### config.mk
export PLATFORM = sky130hd
export DESIGN_NAME = rate_div_gen
export DESIGN_NICKNAME = d
export VERILOG_FILES = /design/src/rtl/rdg_pkg.sv /design/src/rtl/rdg_prescale.sv /design/src/rtl/rdg_chain.sv /design/src/rtl/rdg_tap.sv /design/src/rtl/rate_div_gen.sv
export SDC_FILE = /design/constraint.sdc
export NUM_CORES = 1
export LEC_CHECK = 0
export ABC_AREA = 0
export CORE_AREA = 3 3 65 67
export CTS_CLUSTER_SIZE = 28
export DETAILED_ROUTE_END_ITERATION = 16
export DIE_AREA = 0 0 68 70
export GPL_TIMING_DRIVEN = 0
export HOLD_SLACK_MARGIN = 0.02
export PLACE_DENSITY_LB_ADDON = 0.12
export REMOVE_ABC_BUFFERS = 1
export SETUP_SLACK_MARGIN = 0.3
export SLEW_MARGIN = 20
export SYNTH_ARGS = -nofsm -noshare
export SYNTH_HDL_FRONTEND = slang
export SYNTH_SLANG_ARGS = --single-unit
### constraint.sdc
create_clock -name clk -period 2.2 [get_ports clk]
set_input_delay 0.44 -clock clk [delete_from_list [all_inputs] [get_ports clk]]
set_output_delay 0.44 -clock clk [all_outputs]
set_load 0.01 [all_outputs]
### src/rtl/rdg_pkg.sv
package rdg_pkg;

    localparam int CTRL_W   = 8;
    localparam int DIV_LSB  = 4;
    localparam int DIV_W    = 3;
    localparam int RATE_W   = 4;

    typedef enum logic [1:0] {
        REF_FAST = 2'd0,
        REF_MID  = 2'd1,
        REF_SLOW = 2'd2,
        REF_HOLD = 2'd3
    } ref_mode_e;

    typedef struct packed {
        logic              spare;
        logic [DIV_W-1:0]  div;
        logic [RATE_W-1:0] rate;
    } ctrl_t;

    // Divider field to reference mode; every undefined code freezes the divider.
    function automatic ref_mode_e decode_div(input logic [DIV_W-1:0] d);
        case (d)
            3'd0:    return REF_FAST;
            3'd1:    return REF_MID;
            3'd2:    return REF_SLOW;
            default: return REF_HOLD;
        endcase
    endfunction

    function automatic int max_int(input int a, input int b);
        return (a > b) ? a : b;
    endfunction

endpackage

### src/rtl/rdg_prescale.sv
module rdg_prescale
    import rdg_pkg::*;
#(
    parameter int FAST_LOG2 = 7,
    parameter int MID_LOG2  = 5,
    parameter int SLOW_LOG2 = 0
) (
    input  logic      clk,
    input  logic      rst,
    input  logic      hold,
    input  ref_mode_e mode,
    input  logic      ref_en,
    output logic      base_tick
);

    localparam int MAXL  = max_int(max_int(FAST_LOG2, MID_LOG2), SLOW_LOG2);
    localparam int PRE_W = max_int(MAXL, 1);
    localparam logic [PRE_W-1:0] FAST_M1 = PRE_W'((1 << FAST_LOG2) - 1);
    localparam logic [PRE_W-1:0] MID_M1  = PRE_W'((1 << MID_LOG2) - 1);
    localparam logic [PRE_W-1:0] SLOW_M1 = PRE_W'((1 << SLOW_LOG2) - 1);

    logic [PRE_W-1:0] pre_cnt;
    logic [PRE_W-1:0] limit_m1;

    always_comb begin
        case (mode)
            REF_FAST: limit_m1 = FAST_M1;
            REF_MID:  limit_m1 = MID_M1;
            default:  limit_m1 = SLOW_M1;
        endcase
    end

    assign base_tick = ref_en & ~hold & (pre_cnt >= limit_m1);

    always_ff @(posedge clk) begin
        if (rst || hold) begin
            pre_cnt <= '0;
        end else if (ref_en) begin
            pre_cnt <= base_tick ? '0 : pre_cnt + 1'b1;
        end
    end

    AST_PRE_IDLE: assert property (@(posedge clk) disable iff (rst)
        (!ref_en && !hold) |=> $stable(pre_cnt)) else $error("prescaler moved without a pulse");

endmodule

### src/rtl/rdg_chain.sv
module rdg_chain #(
    parameter int SEC_LOG2 = 15
) (
    input  logic                clk,
    input  logic                rst,
    input  logic                hold,
    input  logic                base_tick,
    output logic [SEC_LOG2-1:0] cnt,
    output logic                sec_tick
);

    logic wrap;
    assign wrap = base_tick & (&cnt);

    always_ff @(posedge clk) begin
        if (rst || hold) begin
            cnt      <= '0;
            sec_tick <= 1'b0;
        end else begin
            sec_tick <= wrap;
            if (base_tick) cnt <= cnt + 1'b1;
        end
    end

    AST_SEC_AT_WRAP: assert property (@(posedge clk) disable iff (rst)
        sec_tick |-> (cnt == '0)) else $error("second tick away from chain wrap");

endmodule

### src/rtl/rdg_tap.sv
module rdg_tap #(
    parameter int CHAIN_W = 15,
    parameter int RATE_W  = 4
) (
    input  logic               clk,
    input  logic               rst,
    input  logic               hold,
    input  logic               base_tick,
    input  logic [CHAIN_W-1:0] cnt,
    input  logic [RATE_W-1:0]  rate,
    input  logic               sqw_en,
    output logic               tick,
    output logic               sq
);

    localparam int NCODES = 1 << RATE_W;

    logic [NCODES-1:0] tap_hit;
    logic              tick_c;
    logic              quiet;

    assign tap_hit[0] = 1'b0;
    assign tap_hit[1] = 1'b1;

    // Code n fires when the low n-1 chain bits are all ones.
    for (genvar n = 2; n < NCODES; n++) begin : g_tap
        localparam int HI = (n - 2 < CHAIN_W) ? (n - 2) : (CHAIN_W - 1);
        assign tap_hit[n] = &cnt[HI:0];
    end

    assign tick_c = base_tick & ~hold & tap_hit[rate];
    assign quiet  = hold | ~sqw_en | (rate == '0);

    always_ff @(posedge clk) begin
        if (rst) begin
            tick <= 1'b0;
            sq   <= 1'b0;
        end else begin
            tick <= tick_c;
            if (quiet)       sq <= 1'b0;
            else if (tick_c) sq <= ~sq;
        end
    end

    AST_RATE_NONE: assert property (@(posedge clk) disable iff (rst)
        (rate == '0) |=> !tick) else $error("tick with rate none");

    AST_SQ_ON_TICK: assert property (@(posedge clk) disable iff (rst)
        !$stable(sq) |-> (tick || !sq)) else $error("square wave moved off a tick");

    AST_SQ_QUIET: assert property (@(posedge clk) disable iff (rst)
        !sqw_en |=> !sq) else $error("square wave active while disabled");

endmodule

### src/rtl/rate_div_gen.sv
module rate_div_gen
    import rdg_pkg::*;
#(
    parameter int FAST_LOG2 = 7,
    parameter int MID_LOG2  = 5,
    parameter int SLOW_LOG2 = 0,
    parameter int SEC_LOG2  = 15
) (
    input  logic              clk,
    input  logic              rst,
    input  logic              ref_en,
    input  logic [CTRL_W-1:0] ctrl_i,
    input  logic              sqw_en,
    output logic              periodic_tick,
    output logic              sq_wave,
    output logic              sec_tick
);

    ctrl_t               ctrl;
    ref_mode_e           mode;
    logic                hold;
    logic                base_tick;
    logic [SEC_LOG2-1:0] chain_cnt;
    logic                ctrl_unused;

    assign ctrl        = ctrl_t'(ctrl_i);
    assign ctrl_unused = ctrl.spare;
    assign mode        = decode_div(ctrl.div);
    assign hold        = (mode == REF_HOLD);

    rdg_prescale #(
        .FAST_LOG2 (FAST_LOG2),
        .MID_LOG2  (MID_LOG2),
        .SLOW_LOG2 (SLOW_LOG2)
    ) u_pre (
        .clk       (clk),
        .rst       (rst),
        .hold      (hold),
        .mode      (mode),
        .ref_en    (ref_en),
        .base_tick (base_tick)
    );

    rdg_chain #(
        .SEC_LOG2 (SEC_LOG2)
    ) u_chain (
        .clk       (clk),
        .rst       (rst),
        .hold      (hold),
        .base_tick (base_tick),
        .cnt       (chain_cnt),
        .sec_tick  (sec_tick)
    );

    rdg_tap #(
        .CHAIN_W (SEC_LOG2),
        .RATE_W  (RATE_W)
    ) u_tap (
        .clk       (clk),
        .rst       (rst),
        .hold      (hold),
        .base_tick (base_tick),
        .cnt       (chain_cnt),
        .rate      (ctrl.rate),
        .sqw_en    (sqw_en),
        .tick      (periodic_tick),
        .sq        (sq_wave)
    );

    AST_HOLD_SILENT: assert property (@(posedge clk) disable iff (rst)
        hold |=> (!periodic_tick && !sq_wave && !sec_tick)) else $error("output active in hold");

    AST_RESET_LOW: assert property (@(posedge clk)
        rst |=> (!periodic_tick && !sq_wave && !sec_tick)) else $error("output active after reset");

endmodule

==> summary.md <==
| Metric | Value |
|---|---|
| Grt total ovfl | 0 |
| Multi-input gate area in the final layout | 923 sq um |
| Syn Inst Count | 163 |
| Layout Nets | around 200 |
| Flop pwr share | 0.557 |
| Router iterations before antenna repair | 5 |
| WL/cell | 12.8 um |
| Min-delay worst type | reg -> reg |
| Port bufs | 13 |
| Die ar. | 4760 sq um |
| Final WL | 2.95 mm |
| Compound-gate portion of the synthesized area | 0.142 |
| Mean post-synth cell area | 8.51 sq um |
| Via density | 5.27 |
| Post-synthesis sequential area ratio | 0.361 |
| Gr usage total | 0.135 |
| First-pass GRT wire length | 5.05 mm |
| Ys Warns | 0 |
| H-tree levels | 1 |
| Relative slew slack | 0.446 |
| Placed insts | around 220 |
| Leak Pwr | 0.637 nW |
| Final Skew | 0.00178 ns |
| Placed Area | ~1500 sq um |
| Synth Flop Type | dfxtp_1 |
| WS Path Type | in -> reg |
| Post-Synth Adder-Cell Area | 0.0631 |
| Minimum clock period | 2.04 ns |
| Int Pwr | 0.628 mW |
| Design area | 1750 sq um |
| Switch share | 0.232 |
| Max FO, Critical Path | 5 |
| Outcome | finished clean |
| Post-Syn Area | 1390 sq um |
| CP Data Arrival Time | about 2.2 ns |
| # setup viols final | 0 |
| Num rows | 22 |
| Final Hold Viols | 0 |
| Worst path required time | ~2.3 ns |
| Layout cells sized above 1 | 0.181 |
| Cts bufs inserted | 3 |
| Core area | around 3700 sq um |
| Clk pwr share | 0.330 |
| Routability cong. | 0.751 |
| Critical Path End Type | flip-flop |
| Clock transition at path regs | 0.08 ns |
| FF+latch count, synth | 25 |
| Die Ht | 70 um |
| Measured slew at the worst slew-check pin | 0.831 ns |
| Iteration-0 DRC Markers | between 70 and 80 |
| Max Clk Rate | 490 MHz |
| CTS tree | yes |
| Register Area | 502 sq um |
| Worst VDD drop | roughly 210 uV |
| Final Non-Filler Cells | 230 |
| PwrDens | about 470 nW/um^2 |
| Vias post-DR | between 1,000 and 1,500 |
| Fillers | 366 |
| Starting Density | 0.376 |
| Startpoint Class | input port |
| # IOs | 15 |
| Post-synthesis mux area share | 0.00721 |
| Clock Tree Buf Depth | 2 |
| Max Cap Viol | 0 |
| Pwr Total | 0.818 mW |
| Root buf cell | clkbuf_8 |
| Routed Antenna Nets | 0 |
| EDFF count, synth | 0 |
| Clock Sinks | 25 |
| Largest family of logic cells by synthesized area | simple AND/OR/NAND/NOR gates |
| Largest net degree at the start of global routing | 22 |
| Async SR Flop Fraction | 0 |
| XOR/XNOR share of the synthesized area | 0.0821 |
| DP HPWL | 2.05 mm |
| Ant. Diodes | 0 |
| Initial antenna violation count | 0 |
| Pins Over Slew Limit | 0 |
| Clk_lat worst skew | between 0.2 and 0.3 ns |
| Net switching power | between 0.15 and 0.2 mW |
| Number of remaining DRC errors | 0 |
| Unrepaired setup endpoints after global routing | true |
| FF-to-FF path depth | 10 |
| Comb power frac | 0.112 |
| Die width | 68 um |
| Area grow syn2layout | 26.1% |
| Final Cycle Share | 0.928 |
| Synth unique cells | between 40 and 50 |
| Simple-gate share of the synthesized area | 0.302 |
| Hold depth | 2 |
| Number of global-route vias before repair | 1,184 |
## synthesized netlist by cell type (3+ instances only)
cell / instances / area [sq um]
o21ai_0: 5 / 25.0
ha_1: 7 / 87.6
a21oi_1: 11 / 55.1
nor2_1: 20 / 75.1
o41ai_1: 3 / 26.3
nand2_1: 16 / 60.1
xnor2_1: 4 / 35.0
dfxtp_1: 25 / 500
inv_1: 6 / 22.5
nand2b_1: 5 / 31.3
xor2_1: 9 / 78.8
nand4_1: 5 / 31.3
or3_1: 5 / 31.3
nand3_1: 7 / 35.0
## logic make-up (layout without fill, tap and decap cells)
group	Yosys count	after routing
AOI/OAI and AO/OA	28	28
muxes	1	1
xor gates and xnor gates	13	13
buffers and inverters	12	31
and+or+nand+nor	77	77
DFF	25	25
adders and majority gates	7	7
## worst max-delay path, stage by stage
cell and delay (ns):
buf_6 0.09, or3_4 0.40, ha_4 0.29, nand4_4 0.10, o211ai_4 0.27, buf_4 0.17
buf_6 0.10, nand4b_1 0.10, xor2_1 0.15, nor2_1 0.05
## what timing repair did
action                                  in CTS  in global routing
pin swaps                                   10                  6
hold buffers                                 0                  0
gates resized for setup                     23                 13
endpoints found under the setup margin      25                 25
buffers inserted                             6                  2
## final cells by class
class / instances / share of cell area
flip-flops and latches: 25 / 0.287
well taps: 48 / 0.0343
inverters: 6 / 0.0129
repair buffers: 21 / 0.113
multi-input cells: 126 / 0.528
clock buffers: 4 / 0.0257
## flip-flops by register name (all words and copies together), names as in the netlist
signal and cells:
u_chain.cnt 15, u_pre.pre_cnt 7, u_chain.sec_tick 1, u_tap.sq 1
u_tap.tick 1
## cells in the final DEF (no fill, tap or decap), drive strengths merged, types with 2 or more instances in the layout
| master | count |
|---|---|
| a21oi | 11 |
| and2 | 3 |
| and3 | 3 |
| and4 | 2 |
| buf | 11 |
| clkbuf | 4 |
| clkdlybuf4s50 | 9 |
| dfxtp | 25 |
| ha | 7 |
| inv | 6 |
| nand2 | 16 |
| nand2b | 5 |
| nand3 | 8 |
| nand4 | 7 |
| nor2 | 20 |
| nor2b | 2 |
| nor3 | 2 |
| o21ai | 6 |
| o41ai | 3 |
| or3 | 5 |
| xnor2 | 4 |
| xor2 | 9 |
## power groups by stage
stage	Sequential [mW]	Combinational, mW	Clock (mW)
4_1_cts	0.456	0.0819	0.280
3_3_place_gp	0.466	0.0693	0
2_1_floorplan	0.466	0.0335	0
3_5_place_dp	0.466	0.0707	0
6_report	0.456	0.0920	0.270
5_1_grt	0.456	0.100	0.293
## worst paths after layout
| path | start | endpoint | slack (ns) |
|---|---|---|---|
| min reg2reg | u_chain.cnt[14] | u_chain.sec_tick | 0.47 |
| max reg2reg | u_chain.cnt[0] | u_tap.tick | 0.31 |
| max | ctrl_i[6] | u_chain.cnt[5] | 0.16 |
| min | u_chain.cnt[14] | u_chain.sec_tick | 0.47 |
## routing by layer
layer / vias up / track usage / routed length [um]
met1: 572 / 0.174 / 1390
met2: 22 / 0.221 / 1380
met5: - / 0 / 0
met4: 0 / 0.0552 / 53
met3: 5 / 0.0161 / 128
li1: 614 / - / -
## stage by stage
stage	worst slack, ns	util	setup TNS, ns	hold slack (ns)
2_1_floorplan	-0.0286	-	-0.0286	0.444
3_3_place_gp	-0.672	0.418	-12.61	0.456
3_5_place_dp	-0.679	0.418	-13.13	0.460
4_1_cts	0.0955	0.455	0	0.474
5_1_grt	0.0521	0.475	0	0.495
6_report	0.158	0.475	0	0.467
Note: power is estimated with default switching activity, not from simulation.
